<file path="config.mk">
export PLATFORM = sky130hd
export DESIGN_NAME = priv_gate
export DESIGN_NICKNAME = d
export VERILOG_FILES = /design/src/rtl/priv_gate.sv
export SDC_FILE = /design/constraint.sdc
export NUM_CORES = 1
export LEC_CHECK = 0
export BUFFER_PORTS_ARGS = -buffer_cell sky130_fd_sc_hd__buf_2
export CORE_AREA = 10 10 47 49
export CTS_BUF_LIST = sky130_fd_sc_hd__clkbuf_16
export DETAILED_ROUTE_END_ITERATION = 6
export DIE_AREA = 0 0 57 59
export HOLD_SLACK_MARGIN = 0.02
export PLACE_DENSITY = 0.63
export SLEW_MARGIN = 40
export SYNTH_ARGS = -nofsm -noshare
export SYNTH_HDL_FRONTEND = slang
export SYNTH_SLANG_ARGS = --single-unit
</file>
<file path="constraint.sdc">
create_clock -name clk -period 1.7 [get_ports clk]
set_clock_uncertainty 0.1 [all_clocks]
set_input_delay 0.255 -clock clk [delete_from_list [all_inputs] [get_ports clk]]
set_output_delay 0.255 -clock clk [all_outputs]
set_load 0.05 [all_outputs]
</file>
<file path="src/rtl/priv_gate.sv">
module priv_gate #(
  parameter int VEC_W  = 8,
  parameter int RSZ_W  = 4,
  parameter int UD_VEC = 6,
  parameter int GP_VEC = 13
) (
  input  logic             clk,
  input  logic             rst,
  input  logic             chk_i,
  input  logic [2:0]       cls_i,
  input  logic             prot_i,
  input  logic [1:0]       cpl_i,
  input  logic [1:0]       iopl_i,
  input  logic             smi_en_i,
  input  logic [RSZ_W-1:0] rng3_sz_i,
  input  logic             smac_i,
  input  logic             in_smi_i,
  output logic             res_vld_o,
  output logic             res_ok_o,
  output logic [VEC_W-1:0] res_vec_o
);

  localparam logic [2:0] C_PLAIN = 3'd0;
  localparam logic [2:0] C_PROT  = 3'd1;
  localparam logic [2:0] C_RING0 = 3'd2;
  localparam logic [2:0] C_IOSEN = 3'd3;
  localparam logic [2:0] C_SMM   = 3'd4;
  localparam logic [2:0] C_RINIT = 3'd5;

  localparam logic [VEC_W-1:0] V_UD = VEC_W'(UD_VEC);
  localparam logic [VEC_W-1:0] V_GP = VEC_W'(GP_VEC);

  logic cpl_nz, io_viol, smm_ok, rsvd, ud, gp;
  logic [VEC_W-1:0] vec_d;

  assign cpl_nz  = |cpl_i;
  assign io_viol = cpl_i > iopl_i;
  assign smm_ok  = smi_en_i & (|rng3_sz_i) & ~cpl_nz & (smac_i | in_smi_i);
  assign rsvd    = cls_i > C_RINIT;

  assign ud = rsvd
            | (cls_i == C_PROT && !prot_i)
            | (cls_i == C_SMM  && !smm_ok);

  assign gp = prot_i & ( (cls_i == C_RING0 && cpl_nz)
                       | (cls_i == C_IOSEN && io_viol)
                       | (cls_i == C_RINIT && cpl_nz) );

  assign vec_d = ud ? V_UD : (gp ? V_GP : '0);

  always_ff @(posedge clk) begin
    if (rst) begin
      res_vld_o <= 1'b0;
      res_ok_o  <= 1'b0;
      res_vec_o <= '0;
    end else begin
      res_vld_o <= chk_i;
      res_ok_o  <= chk_i & ~ud & ~gp;
      res_vec_o <= chk_i ? vec_d : '0;
    end
  end

  assert_pulse_R2: assert property (@(posedge clk) disable iff (rst)
    chk_i |=> res_vld_o);
  assert_idle_R2: assert property (@(posedge clk) disable iff (rst)
    !chk_i |=> (!res_vld_o && !res_ok_o && res_vec_o == '0));
  assert_reset_R1: assert property (@(posedge clk)
    rst |=> (!res_vld_o && !res_ok_o && res_vec_o == '0));
  assert_form_R10: assert property (@(posedge clk) disable iff (rst)
    res_vld_o |-> (res_ok_o ? (res_vec_o == '0)
                            : (res_vec_o == V_UD || res_vec_o == V_GP)));
  assert_realprot_R4: assert property (@(posedge clk) disable iff (rst)
    (chk_i && cls_i == C_PROT && !prot_i) |=> (!res_ok_o && res_vec_o == V_UD));
  assert_ring0_R5: assert property (@(posedge clk) disable iff (rst)
    (chk_i && cls_i == C_RING0 && prot_i && cpl_i != 2'd0) |=> res_vec_o == V_GP);
  assert_iopl_R6: assert property (@(posedge clk) disable iff (rst)
    (chk_i && cls_i == C_IOSEN && prot_i && cpl_i > iopl_i) |=> res_vec_o == V_GP);
  assert_smmring_R7: assert property (@(posedge clk) disable iff (rst)
    (chk_i && cls_i == C_SMM && cpl_i != 2'd0) |=> res_vec_o == V_UD);
  assert_rinit_R8: assert property (@(posedge clk) disable iff (rst)
    (chk_i && cls_i == C_RINIT && !prot_i) |=> res_ok_o);
  assert_rsvd_R9: assert property (@(posedge clk) disable iff (rst)
    (chk_i && cls_i > C_RINIT) |=> res_vec_o == V_UD);
  assert_plain_R3: assert property (@(posedge clk) disable iff (rst)
    (chk_i && cls_i == C_PLAIN) |=> res_ok_o);

endmodule

</file>
# [Word-level counts from Yosys, hierarchy flattened]
# Index checks and enable logic that the tools add are counted.
[op_classes] n_addsub=0 mul=0 div=0 order_cmp=2 n_eq_ne=5 n_shift=0 mux=2 n_bitwise=15 reduce_logical=11
[ops] operator="bitwise AND 1 bit" n=6
[ops] operator="== test 3 x 2 -> 1 bit (second input constant)" n=2
[ops] operator="== test 3 bit (second input constant)" n=2
[ops] operator="logical AND 1 bit" n=5
[ops] operator="bitwise OR 1 bit" n=5
[ops] operator="two-way mux 4 bit" n=1
[ops] operator="inverter 1 bit" n=4
[ops] operator="OR reduction 2 bit" n=2
[ops] operator="OR reduction 4 bit" n=1
[ops] operator="== test 3 x 1 -> 1 bit (second input constant)" n=1
[ops] operator="greater-than comparator 3 bit (second input constant)" n=1
[ops] operator="two-way mux 3 bit" n=1
[ops] operator="OR reduction 3 bit" n=1
[ops] operator="greater-than comparator 2 bit" n=1
[ops] operator="logical NOT 1 bit" n=2
[totals] register_bits=6 latch_bits=0 mem_bits_rw=0 romBits=0 inputBits=18 output_inout_bits=10 memories=0

# [Logic depth before layout (Yosys ltp)]
# Gate-level depths: netlist of the first run.
[depth] depth_word=10 ltp_mapped=6 ltp_nobuf=6

# [Least setup slack after synthesis of the first run]
# OpenSTA, ideal clock, no wires.
[synth_timing] path_type="input to register" start="input rng3_sz_i[1]" end="register res_ok_o" arrival_time_ps=1145 setup_slack_ps=340 path_stages=4 n_path_buf=0 cell_sequence="or4_1 -> o2111ai_1 -> a31oi_1 -> and3_1"
[synth_via] elab_chain_cells=10
[synth_lines] item="from (decl)" line_no="15" text="input logic [RSZ_W-1:0] rng3_sz_i,"
[synth_lines] item="OR reduction 4 bit" line_no="38" text="assign smm_ok = smi_en_i & (|rng3_sz_i) & ~cpl_nz & (smac_i | in_smi_i);"
[synth_lines] item="bitwise AND 1 bit (3 in series)" line_no="38"
[synth_lines] item="logical NOT 1 bit" line_no="43" text="| (cls_i == C_SMM && !smm_ok);"
[synth_lines] item="logical AND 1 bit" line_no="43"
[synth_lines] item="bitwise OR 1 bit" line_no="43"
[synth_lines] item="inverter 1 bit" line_no="58" text="res_ok_o <= chk_i & ~ud & ~gp;"
[synth_lines] item="bitwise AND 1 bit (2 in series)" line_no="58"
[synth_lines] item="to (signal assigned)" line_no="58"
[synth_lines] item="to (decl)" line_no="19" text="output logic res_ok_o,"
# No other way between the ends.
# A chain may end at the register's enable or synchronous reset.

# [Final worst setup path of the first run]
# Ends and elaborated chain as after synthesis.

==> results of run 1 <==
==> where the power goes <==
part           switching (mW)  total, mW  internal (mW)
registers             0.00108      0.125          0.124
clock network          0.0718      0.376          0.304
logic                  0.0661     0.0973         0.0312
total                   0.139      0.598          0.459
==> worst max path at each step <==
stage	slack, ns	endpoint	cells past startpoint	start
final	0.42	res_ok_o	5	rng3_sz_i[1]
after global routing	0.34	res_ok_o	5	rng3_sz_i[1]
after CTS	0.41	res_ok_o	5	rng3_sz_i[1]
after detailed placement	0.18	res_ok_o	5	rng3_sz_i[1]
after global placement	0.21	res_ok_o	5	rng3_sz_i[1]
after floorplan	0.34	res_ok_o	4	rng3_sz_i[1]
==> Yosys cell counts, types with 2 or more instances <==
master / n / area (um2)
inv_1: 5 / 18.8
dfxtp_1: 5 / 100
buf_4: 5 / 37.5
ha_1: 2 / 25.0
nand2_1: 2 / 7.51
nor2_1: 3 / 11.3
a21oi_1: 2 / 10.0
a31oi_1: 2 / 12.5
==> cell type report <==
class | instances | area (um2)
clock inverter | 1 | 3.75
clock buffer | 3 | 75.1
sequential | 5 | 100
inverter | 5 | 18.8
fill | 156 | 907
multi-input combinational | 26 | 161
timing repair buffer | 23 | 115
tap | 16 | 20.0
==> tightest hold or removal path, cell delays in order <==
cell      delay (ns)
buf_2           0.07
nand2b_1        0.10
inv_1           0.08
==> state kept, by name, indices dropped and copies added, names as in the netlist <==
| register | count |
|---|---|
| res_ok_o | 1 |
| res_vld_o | 1 |
| res_vec_o | 3 |
==> cell families (layout without fill, tap and decap cells) <==
family | Yosys count | in the layout | share of synthesized area [%]
AOI/OAI and AO/OA | 8 | 8 | 17.1
adders and majority gates | 2 | 2 | 8.16
buffers and inverters | 10 | 32 | 18.4
DFF | 5 | 5 | 32.7
other | 1 | 4 | 1.22
and+or+nand+nor | 12 | 12 | 22.5
==> per-layer routing <==
metal	routed length, um	vias to the layer above	GRT usage, %
met5	0	-	0
met4	11	0	4.03
met3	136	2	4.72
met2	369	23	7.91
met1	388	136	5.26
li1	-	171	-
==> metrics by stage <==
stage	hold slack, ns	cell area [um2]	total power [mW]	setup WS [ns]
after floorplan	0.324	318	0.198	0.340
after global placement	0.446	415	0.222	0.213
after detailed placement	0.461	415	0.224	0.175
after CTS	0.233	494	0.603	0.410
after global routing	0.260	494	0.626	0.336
final	0.224	494	0.598	0.421
==> results.ini, run 1 <==
[run_status]
outcome=complete, no violations

[floorplan]
die_width_um=57
die_area_mm2=0.00336
io_pins=28
initial_core_util_pct=21.9
coreArea_mm2=0.00140
rows=14
die_h_um=59

[clock_tree]
root_buffer=clkbuf_16
cts_tree=done
cts_buffers=3
clkTransAtPathRegs_ns=0.03
cts_setup_buffers=0
post_cts_resized=0
cts_hold_buf=0
cts_htree_levels=1
clock_sinks=5
max-clock-path-buffers=2

[min_path]
worstHoldPathType=input port to flop
hp-start=chk_i
hold_path_end=res_vld_o
hold_depth=3

[critical_path]
crit_chain=buf_2 > or4_1 > o2111ai_1 > a31oi_1 > and3_1
crit_type=input port to flop
cp_data_arrival_time_ns=1.29
worstPathMaxFanout=3
cp-start-kind=input port
slowest_delay_ns=0.51
cp_top_family=simple AND/OR/NAND/NOR gates
worstPathRequired_ns=1.72
cp_slowest_cell=or4_1
crit_path_end_kind=flop
cp_num_buf_inv=1

[placed_design]
io_buffers=23
dp_hpwl_um=808
place_congestion=0.657
dp_cells=75

[global_route]
antenna_found_initial=0
grt-ovfl-total=0
gr-usage-all-layers_pct=5.59
grt_pass1_wl_mm=1.48
grt_max_degree=7
grt_pass1_vias=375

[final_layout]
diodes=0
layout_common_cells=buf_2, inv_1, dfxtp_1
syn2layout_area_growth_pct=61.2
nets=84
drive_gt1_share_pct=42.9
final_common_cell=buf_2
utilization_pct=35.3
fin_cells=79

[synthesis]
synth.yosys.seq_area_share_pct=32.7
yosysUniqueCellTypes=20
ys.flop_type=dfxtp_1
netlist_area_um2=307
synth_cells=38
async_flop_share_pct=0
ys_ff_latch=5
yosysWarnings=0
avgSynthCellArea_um2=8.07
synth_edf_count=0

[power]
ir_drop_uv=312
p_leak_nw=0.281
power_density_mw_per_mm2=1210

[flow_run]
drv_cap=0

[sta]
post-route-period-util_pct=75.2
rsz0062_at_grt=false
drv_slew=0
tns_ns=0
setup_viol=0
max_freq_mhz=782
min_period_ns=1.28
hold_viol_final=0

[detailed_routing]
final_antenna_net_count=0
avgRoutedWirePerCell_um=11.5
drcViolationCount=0
drt-total-wl_um=906
drt-pass1-iter-count=4
drt_iter0_drc=4
viasPerCell=4.20
routed-via-count=332

No activity file was read; power rests on OpenSTA's default activity.
==> run 2: changes to the inputs <==
Settings changed: ABC_AREA from default to 1, PLACE_DENSITY 0.63 to 0.68.
Clock period 1.7 ns to 1.25 ns, I/O delays scaled along.
==> run 2 against run 1 <==
  * Final cell count is 24% higher
  * Global-route usage grew 0.089 points
  * Design area rose by 12%
  * Via count is 17% higher
  * Utilization grew 4.2 points
  * Largest power group unchanged
  * Clock-buffer cell count unchanged
==> results.ini, run 2 <==
[run_status]
outcome=complete, no violations  ; unchanged

[critical_path]
worst-path-stages=1  ; was 5
slowest_delay_ns=0.31  ; was 0.51 ns
cp_data_arrival_time_ns=0.80  ; was 1.29 ns
crit_type=flop to primary output  ; was input port to flop
cp_top_family=flip-flops  ; was simple AND/OR/NAND/NOR gates
cp-start-kind=flop  ; was input port
cp_slowest_cell=dfxtp_1  ; was or4_1
cp_num_buf_inv=1  ; unchanged
worstPathMaxFanout=2  ; was 3
worstPathRequired_ns=0.96  ; was 1.72 ns
crit_chain=buf_2  ; was buf_2 > or4_1 > o2111ai_1 > a31oi_1 > and3_1
crit_path_end_kind=primary output  ; was flop

[synthesis]
synth_top_cell_by_area=dfxtp_1  ; unchanged
async_flop_share_pct=0  ; unchanged
avgSynthCellArea_um2=6.41  ; was 8.07 um2
netlist.area_leader.share_pct=27.4  ; was 32.7%
synthTopCellsByArea=dfxtp_1, nand2_1, inv_1  ; was dfxtp_1, buf_4, ha_1
synth_edf_count=0  ; unchanged
ys.flop_type=dfxtp_1  ; unchanged
netlist_area_um2=365  ; was 307 um2
synth.most_common_cell=nand2_1
synthTopCellsByCount=nand2_1, inv_1, nor2_1  ; was buf_4, dfxtp_1, inv_1, nor2_1
synth.yosys.seq_area_share_pct=27.4  ; was 32.7%
yosysUniqueCellTypes=13  ; was 20
synth_cells=57  ; was 38
yosysWarnings=0  ; unchanged
ys_ff_latch=5  ; unchanged

[final_layout]
final_common_cell=buf_2  ; unchanged
top_register=res_vec_o  ; unchanged
utilization_pct=39.5  ; was 35.3%
reg_top3=res_vec_o x3, res_ok_o x1, res_vld_o x1  ; unchanged
layout_common_cells=buf_2, inv_1, nand2_1  ; was buf_2, inv_1, dfxtp_1
syn2layout_area_growth_pct=51.4  ; was 61.2%
largest_reg_flops=3  ; unchanged
diodes=0  ; unchanged
postLayoutCellArea_um2=553  ; was 494 um2
fin_cells=98  ; was 79
nets=103  ; was 84
drive_gt1_share_pct=35.4  ; was 42.9%

[detailed_routing]
drt_iter0_drc=3  ; was 4
top_layer=met4  ; unchanged
viasPerCell=3.95  ; was 4.20
wl_met2_um=463  ; was 369 um
routed-via-count=387  ; was 332
drt-total-wl_um=949  ; was 906 um
wl_met1_um=325  ; was 388 um
wl_met3_um=124  ; was 136 um
drcViolationCount=0  ; unchanged
final_antenna_net_count=0  ; unchanged
avgRoutedWirePerCell_um=9.68  ; was 11.5 um
drt-pass1-iter-count=4  ; unchanged

[clock_tree]
cts_buffers=3  ; unchanged
max-clock-path-buffers=2  ; unchanged
clock_sinks=5  ; unchanged
cts_tree=done  ; unchanged
clkTransAtPathRegs_ns=0.03  ; about the same
cts_hold_buf=0  ; unchanged
root_buffer=clkbuf_16  ; unchanged
cts_htree_levels=1  ; unchanged
cts_setup_buffers=0  ; unchanged
post_cts_resized=0  ; unchanged

[sta]
max_freq_mhz=922
rsz0062_at_grt=false  ; unchanged
fin_hold_ws_ns=0.0946  ; was 0.224 ns
setup_slack_ns=0.165  ; was 0.421 ns
setup_viol=0  ; unchanged
drv_slew=0  ; unchanged
hold_viol_final=0  ; unchanged
tns_ns=0  ; unchanged
post-route-period-util_pct=86.8
min_period_ns=1.09

[floorplan]
rows=14  ; unchanged
coreArea_mm2=0.00140  ; unchanged
io_pins=28  ; unchanged
die_area_mm2=0.00336  ; unchanged
die_h_um=59  ; unchanged
initial_core_util_pct=26.1  ; was 21.9%
die_width_um=57  ; unchanged

[power]
power.total_mw=0.836  ; was 0.598 mW
ir_drop_uv=557  ; was 312 uV
p_leak_nw=0.361  ; was 0.281 nW
power_density_mw_per_mm2=1510  ; was 1210 mW/mm2

[placed_design]
place_congestion=0.703  ; was 0.657
dp_cells=94  ; was 75
dpl_worst_slack_ns=0.0630  ; was 0.175 ns
dp_hpwl_um=847  ; was 808 um
dpl_cell_area_um2=474  ; was 415 um2
io_buffers=23  ; unchanged

[global_route]
grt_pass1_vias=409  ; was 375
grt_pass1_wl_mm=1.48  ; about the same
grt-ovfl-total=0  ; unchanged
grt_max_degree=5  ; was 7
antenna_found_initial=0  ; unchanged
gr-usage-all-layers_pct=5.68  ; was 5.59%

[min_path]
worstHoldPathType=input port to flop  ; unchanged
hold_depth=2  ; was 3

[flow_run]
drv_cap=0  ; unchanged

run 2: changes by cell type in the layout (fill, tap and decap cells not counted), sizes merged, moves of 2 or more:
cell and delta:
nand2 +12, inv +8, nand3 +6, nor2 +6, a21o -2, a31oi -2
run 2: power breakdown:
| part | switching, mW | internal (mW) |
|---|---|---|
| registers | 0.00162 | 0.169 |
| logic | 0.108 | 0.0470 |
| clock network | 0.0972 | 0.413 |
| total | 0.206 | 0.629 |
run 2: final cells by class:
class	count	area, um2
inverter	13	48.8
tap	16	20.0
clock buffer	3	75.1
timing repair buffer	23	115
multi-input combinational	37	190
fill	164	848
sequential	5	100
clock inverter	1	3.75
run 2: cells by family after synthesis:
group	Yosys count	share of synthesized area [%]
AO/OA/AOI/OAI	2	2.74
adder cells (fa/ha/maj)	2	6.85
buffers and inverters	18	23.6
flip-flops	5	27.4
other	1	1.03
AND/OR/NAND/NOR	29	38.4
run 2: path summary, 6_finish.rpt:
path	to	startpoint	slack, ns
worst max-delay path	res_vec_o[0]	res_vec_o[0]	0.16
worst min-delay path	res_vld_o	rst	0.09
run 2: routing by layer:
| metal | track usage (%) | vias to the layer above |
|---|---|---|
| met5 | 0 | - |
| met4 | 5.03 | 0 |
| met3 | 4.51 | 4 |
| met2 | 8.99 | 17 |
| met1 | 4.43 | 158 |
| li1 | - | 208 |
